[src/rtl/mq_rd_pkg.sv]
package mq_rd_pkg;
  localparam int QSEL_W = 3;
  localparam int DEV_W  = 3;
  localparam int ADDR_W = QSEL_W + DEV_W;
  localparam int NUM_Q  = 1 << QSEL_W;

  // Request from control to datapath for one clock edge.
  typedef struct packed {
    logic              act;   // this edge updates the output word / valid
    logic              useQ;  // a queue is named; otherwise valid drops
    logic [QSEL_W-1:0] q;     // queue to pop
  } rdStrobe_t;

  typedef enum logic [1:0] {
    ST_IDLE  = 2'd0,
    ST_DRAIN = 2'd1,
    ST_HEAD  = 2'd2
  } swStage_t;
endpackage

[src/rtl/mq_rd_ctrl.sv]
module mq_rd_ctrl
  import mq_rd_pkg::*;
(
  input  logic              clk,
  input  logic              rstN,
  input  logic [DEV_W-1:0]  idCode,
  input  logic [ADDR_W-1:0] rdAddr,
  input  logic              rdAddrEn,
  input  logic              rdEn,
  input  logic              flagStrobe,
  output rdStrobe_t         strobe,
  output logic              outEnable,
  output logic [DEV_W-1:0]  flagDevSel
);
  logic [QSEL_W-1:0] selQ, prevQ;
  logic              selValid, prevValid;
  swStage_t          stage;
  logic              addrMatch;

  assign addrMatch = (rdAddr[ADDR_W-1:QSEL_W] == idCode);
  assign outEnable = selValid;

  // The action taken at an edge depends only on the stage before it.
  always_comb begin
    strobe.act  = 1'b0;
    strobe.useQ = 1'b1;
    strobe.q    = selQ;
    unique case (stage)
      ST_DRAIN: begin
        strobe.act  = 1'b1;
        strobe.useQ = prevValid;
        strobe.q    = prevQ;
      end
      ST_HEAD: begin
        strobe.act  = 1'b1;
        strobe.useQ = selValid;
      end
      default: strobe.act = selValid && rdEn;
    endcase
  end

  always_ff @(posedge clk) begin
    if (!rstN) begin
      selQ       <= '0;
      prevQ      <= '0;
      selValid   <= 1'b0;
      prevValid  <= 1'b0;
      stage      <= ST_IDLE;
      flagDevSel <= '0;
    end else begin
      if (flagStrobe) flagDevSel <= rdAddr[ADDR_W-1:QSEL_W];
      if (rdAddrEn) begin
        if (addrMatch) begin
          prevQ     <= selQ;
          prevValid <= selValid;
          selQ      <= rdAddr[QSEL_W-1:0];
          selValid  <= 1'b1;
          stage     <= ST_DRAIN;
        end else begin
          selValid  <= 1'b0;
          stage     <= ST_IDLE;
        end
      end else begin
        unique case (stage)
          ST_DRAIN: stage <= ST_HEAD;
          ST_HEAD:  stage <= ST_IDLE;
          default:  stage <= ST_IDLE;
        endcase
      end
    end
  end
endmodule

[src/rtl/mq_rd_datapath.sv]
module mq_rd_datapath
  import mq_rd_pkg::*;
#(
  parameter int DATA_W = 16,
  parameter int DEPTH  = 16
) (
  input  logic              clk,
  input  logic              rstN,
  input  rdStrobe_t         strobe,
  input  logic              wrEn,
  input  logic [QSEL_W-1:0] wrQueue,
  input  logic [DATA_W-1:0] wrData,
  output logic [DATA_W-1:0] rdData,
  output logic              rdValid
);
  localparam int PTR_W = $clog2(DEPTH);
  localparam int CNT_W = $clog2(DEPTH + 1);

  logic [DATA_W-1:0] headData [NUM_Q];
  logic [NUM_Q-1:0]  notEmpty;

  for (genvar g = 0; g < NUM_Q; g++) begin : g_queue
    logic [DATA_W-1:0] mem [DEPTH];
    logic [PTR_W-1:0]  wrPtr, rdPtr;
    logic [CNT_W-1:0]  count;
    logic              push, pop;

    assign push        = wrEn && (wrQueue == QSEL_W'(g)) && (count != CNT_W'(DEPTH));
    assign pop         = strobe.act && strobe.useQ && (strobe.q == QSEL_W'(g)) && (count != '0);
    assign notEmpty[g] = (count != '0);
    assign headData[g] = mem[rdPtr];

    always_ff @(posedge clk) begin
      if (!rstN) begin
        wrPtr <= '0;
        rdPtr <= '0;
        count <= '0;
      end else begin
        if (push) wrPtr <= wrPtr + 1'b1;
        if (pop)  rdPtr <= rdPtr + 1'b1;
        count <= count + CNT_W'(push) - CNT_W'(pop);
      end
    end

    always_ff @(posedge clk) begin
      if (push) mem[wrPtr] <= wrData;
    end
  end

  always_ff @(posedge clk) begin
    if (!rstN) begin
      rdData  <= '0;
      rdValid <= 1'b0;
    end else if (strobe.act) begin
      if (strobe.useQ && notEmpty[strobe.q]) begin
        rdData  <= headData[strobe.q];
        rdValid <= 1'b1;
      end else begin
        rdValid <= 1'b0;
      end
    end
  end
endmodule

[src/rtl/mq_read_port.sv]
module mq_read_port
  import mq_rd_pkg::*;
#(
  parameter int DATA_W = 16,
  parameter int DEPTH  = 16
) (
  input  logic              clk,
  input  logic              rstN,
  input  logic [2:0]        idCode,
  input  logic [5:0]        rdAddr,
  input  logic              rdAddrEn,
  input  logic              rdEn,
  input  logic              flagStrobe,
  input  logic              wrEn,
  input  logic [2:0]        wrQueue,
  input  logic [DATA_W-1:0] wrData,
  output logic [DATA_W-1:0] rdData,
  output logic              rdValid,
  output logic              outEnable,
  output logic [2:0]        flagDevSel
);
  rdStrobe_t strobe;

  mq_rd_ctrl u_ctrl (
    .clk        (clk),
    .rstN       (rstN),
    .idCode     (idCode),
    .rdAddr     (rdAddr),
    .rdAddrEn   (rdAddrEn),
    .rdEn       (rdEn),
    .flagStrobe (flagStrobe),
    .strobe     (strobe),
    .outEnable  (outEnable),
    .flagDevSel (flagDevSel)
  );

  mq_rd_datapath #(.DATA_W(DATA_W), .DEPTH(DEPTH)) u_dp (
    .clk     (clk),
    .rstN    (rstN),
    .strobe  (strobe),
    .wrEn    (wrEn),
    .wrQueue (wrQueue),
    .wrData  (wrData),
    .rdData  (rdData),
    .rdValid (rdValid)
  );
endmodule

[config.mk]
export PLATFORM = sky130hd
export DESIGN_NAME = mq_read_port
export DESIGN_NICKNAME = d
export VERILOG_FILES = /design/src/rtl/mq_rd_pkg.sv /design/src/rtl/mq_rd_ctrl.sv /design/src/rtl/mq_rd_datapath.sv /design/src/rtl/mq_read_port.sv
export SDC_FILE = /design/constraint.sdc
export NUM_CORES = 2
export LEC_CHECK = 0
export BUFFER_PORTS_ARGS = -buffer_cell sky130_fd_sc_hd__clkbuf_2
export CELL_PAD_IN_SITES_DETAIL_PLACEMENT = 0
export CELL_PAD_IN_SITES_GLOBAL_PLACEMENT = 2
export CORE_ASPECT_RATIO = 0.9
export CORE_MARGIN = 2
export CORE_UTILIZATION = 35
export CTS_CLUSTER_SIZE = 10
export DETAILED_ROUTE_END_ITERATION = 8
export PLACE_DENSITY_LB_ADDON = 0.1
export SYNTH_ARGS = -nofsm -noshare
export SYNTH_HDL_FRONTEND = slang
export SYNTH_HIERARCHICAL = 1
export SYNTH_SLANG_ARGS = --single-unit
[constraint.sdc]
create_clock -name clk -period 7 [get_ports clk]
set_input_delay 1.05 -clock clk [delete_from_list [all_inputs] [get_ports clk]]
set_output_delay 1.05 -clock clk [all_outputs]
set_load 0.05 [all_outputs]
==> metrics.md <==
| Metric | Value |
|---|---|
| Final Non-Filler Cells | `7,866` |
| Number of global-route vias before repair | `42,427` |
| Max-cap violation count | `0` |
| Class of the tightest hold or removal check | `flip-flop to flip-flop` |
| Clock latency of the later-clocked register in the worst-skew pair | `0.83 ns` |
| Synth warnings | `6` |
| Logic depth of the worst register-to-register path | `9` |
| Crit path required time | `7.67 ns` |
| Layout Area Growth over Synthesis | `15.0%` |
| CP Data Arrival Time | `4.87 ns` |
| Peak VDD IR | `178 uV` |
| Critical Path Start | `u_ctrl/stage[1]` |
| Hold buffer count at CTS | `0` |
| Total via count after detailed routing | `41,500` |
| Number of synthesized flops with an enable pin | `2,048` |
| TritonCTS clock tree | `done` |
| Post-synthesis async set-or-reset flop share | `0%` |
| Die footprint | `250,000 sq um` |
| Most frequent standard cell in the layout excluding fill and tap cells | `sky130_fd_sc_hd__edfxtp_1` |
| Clock sink total | `2,214` |
| Clock buffer depth | `4` |
| Cell Count Post-Placement | `7,456` |
| Post-Place Setup Slack | `2.78 ns` |
| Pin count of the biggest net entering global routing | `87` |
| Startpoint type of the worst setup path | `flip-flop` |
| Cell-by-cell listing of the critical path | `inv_1 > ha_1 > mux2_2 > or2_2 > o41ai_1 > a221o_1 > or4_1 > a211oi_1 > nor3_1` |
| Min Clock Period, post-route | `4.20 ns` |
| Area of the core region | `244,000 sq um` |
| Net Count, Synth | `4,311` |
| Slowest cell delay on critical path | `0.80 ns` |
| Worst rel slew slack | `21.7%` |
| H-tree lvl count | `5` |
| Status | `finished clean` |
| Gate count after technology mapping | `4,187` |
| Final worst path period share | `60.0%` |
| Setup repair after global routing missed its margin | `no` |
| Number of core rows | `172` |
| First DRT Iteration DRCs | `3,681` |
| Post-CTS resize count | `0` |
| Crit-path leading delay family | `compound AO/OA/AOI/OAI gates` |
| Final WS setup | `2.80 ns` |
| Top_reg_cell synth | `sky130_fd_sc_hd__edfxtp_1` |
| Final count of pins violating max slew | `0` |
| Critical Setup Path Class | `flip-flop to flip-flop` |
| Final Hold Vio Count | `0` |
| Horizontal extent of the die | `527 um` |
| Mean area per synthesized cell | `20.6 sq um` |
| Floorplan die height | `475 um` |
| Antenna violations before repair | `11` |
| Source of the worst register-to-register timing path | `u_ctrl/stage[1]` |
| Cell area after synthesis | `86,100 sq um` |
| Achievable Freq | `238 MHz` |
| Final-report setup violation count | `0` |
| Cell variety after synth | `64` |
| Sequential share of the synthesized area | `75.3%` |
| Destination of the worst register-to-register timing path | `u_dp/rdData[10]` |
| Slew @ Worst Pin | `1.16 ns` |
| Overall Power | `27,700 uW` |
| Global-route wire length before repair | `340,000 um` |
| Count of buffers added by post-CTS timing repair for setup | `0` |
| Overall routed net length | `242,000 um` |
| Number of synthesized register bits | `2,214` |
| Effective utilization at floorplan | `35.2%` |
| GP Congestion | `0.763` |
| I/O pins | `55` |
| Worst setup path endpoint | `u_dp/rdData[10]` |
| Setup_tns | `0 ns` |
| Drt pass-1 iters | `5` |
| Residual antenna-violating net count after detailed routing | `0` |
| Power density cells | `280 nW/um^2` |
| Final HPWL from detailed placement | `149,000 um` |
| Number of gates on the worst path with buffers counted | `9` |
| Post-route clock skew | `0.0470 ns` |
| Leakage power total | `0.0305 uW` |
| Root Buffer | `sky130_fd_sc_hd__clkbuf_16` |
| Share of final-layout standard cells stronger than drive strength 1 | `25.0%` |
| Setup crit end kind | `flip-flop` |
| Final nets | `4,633` |
| CP Buf/Inv Count | `1` |
| Number of vias per cell after detailed routing | `5.28` |
| Max Fanout on Critical Path | `26` |
| CTS buffer count | `270` |
| Leading cell types in the layout, fill and taps excluded | `sky130_fd_sc_hd__edfxtp_1 (2,048), sky130_fd_sc_hd__mux4_2 (518), sky130_fd_sc_hd__clkbuf_16 (276)` |
| FF-to-FF setup slack | `2.80 ns` |
| Worst-path cell with the longest stage delay | `sky130_fd_sc_hd__a211oi_1` |
| Clock slew at reported path FFs | `0.05 ns` |
| Number of buffers inserted by port buffering | `54` |
| Residual DRC count | `0` |
| GRT Resource Usage Total | `19.3%` |
| Routed len/inst | `30.8 um` |
| GR Overflow Total | `0` |
-- registers in the layout (all words and copies together), names as in the netlist, named ones only --
register,flops
u_dp/g_queue.wrPtr,32
u_dp/rdValid,1
u_dp/rdData,16
u_dp/g_queue.count,40
u_ctrl/selQ,3
u_ctrl/prevValid,1
u_dp/g_queue.mem,2048
u_ctrl/outEnable,1
u_ctrl/stage,2
u_ctrl/prevQ,3
u_ctrl/flagDevSel,3
u_dp/g_queue.rdPtr,32
-- synth_stat cells (all sizes together) (32+ instances only) --
cell type / instances / share of area, %
edfxtp: 2048 / 71
mux4: 518 / 14
dfxtp: 166 / 3.9
nor2: 151 / 0.66
mux2i: 129 / 1.5
a22oi: 121 / 1.1
buf: 104 / 0.67
clkbuf: 102 / 0.44
and2: 100 / 0.73
nand2: 93 / 0.41
ha: 82 / 1.2
nor3: 69 / 0.42
inv: 65 / 0.28
xnor2: 57 / 0.58
nand4: 39 / 0.30
a21oi: 37 / 0.21
nor2b: 34 / 0.25
nand2b: 32 / 0.23
-- worst min path at each step --
| stage | depth (start not counted) | to | start |
|---|---|---|---|
| after floorplan | 2 | u_ctrl/prevQ[0] | u_ctrl/prevQ[0] |
| after global placement | 2 | u_ctrl/prevQ[1] | u_ctrl/prevQ[1] |
| after detailed placement | 2 | u_ctrl/prevQ[0] | u_ctrl/prevQ[0] |
| after CTS | 2 | u_ctrl/stage[1] | rdAddrEn |
| after global routing | 2 | u_ctrl/stage[1] | rdAddrEn |
| final | 2 | u_ctrl/prevQ[0] | u_ctrl/prevQ[0] |
-- power by group --
part | switching, uW | total (uW) | internal, uW
combinational | 497 | 663 | 166
sequential | 49.9 | 14500 | 14500
clock | 5170 | 12500 | 7320
-- metal layers --
layer,track usage [%],wire (um),vias to the layer above
met5,0,0,-
met4,4.76,6100,0
met3,2.63,9780,338
met2,32.1,118000,896
met1,26.9,108000,22475
li1,-,-,17791
-- stage by stage --
stage | util [%] | hold slack, ns | area (sq um)
floorplan | - | 0.435 | 86100
global placement | 37.4 | 0.449 | 91400
detailed placement | 37.4 | 0.453 | 91400
CTS | 40.5 | 0.410 | 99000
global route | 40.5 | 0.436 | 99000
finish | 40.5 | 0.459 | 99000
-- cell type report --
| cell class | instances | area (sq um) |
|---|---|---|
| Fill cell | 21767 | 145000 |
| Multi-Input combinational cell | 1702 | 20400 |
| Tap cell | 3219 | 4030 |
| Clock buffer | 382 | 7390 |
| Inverter | 65 | 244 |
| Sequential cell | 2214 | 64900 |
| Timing Repair Buffer | 256 | 1830 |
| Clock inverter | 23 | 228 |
| Antenna cell | 5 | 12.5 |
-- cell families (layout without fill, tap and decap cells) --
family                   Yosys count  after routing  synth area share [%]
multiplexers                     653            653                  15.1
AND/OR/NAND/NOR                  610            610                  3.81
adder cells (fa/ha/maj)           90             90                  1.38
buffers and inverters            271            726                  1.39
XOR/XNOR                          83             83                 0.844
flip-flops                      2214           2214                  75.3
AO/OA/AOI/OAI                    266            266                  2.19
other                              0              5                     0
-- worst register-to-register path, cell delays in order (launching register included) --
cell	delay (ns)
sky130_fd_sc_hd__dfxtp_1	0.34
sky130_fd_sc_hd__inv_1	0.05
sky130_fd_sc_hd__ha_1	0.25
sky130_fd_sc_hd__mux2_2	0.71
sky130_fd_sc_hd__or2_2	0.35
sky130_fd_sc_hd__o41ai_1	0.15
sky130_fd_sc_hd__a221o_1	0.58
sky130_fd_sc_hd__or4_1	0.68
sky130_fd_sc_hd__a211oi_1	0.80
sky130_fd_sc_hd__nor3_1	0.13
(Power assumes the default switching activity.)
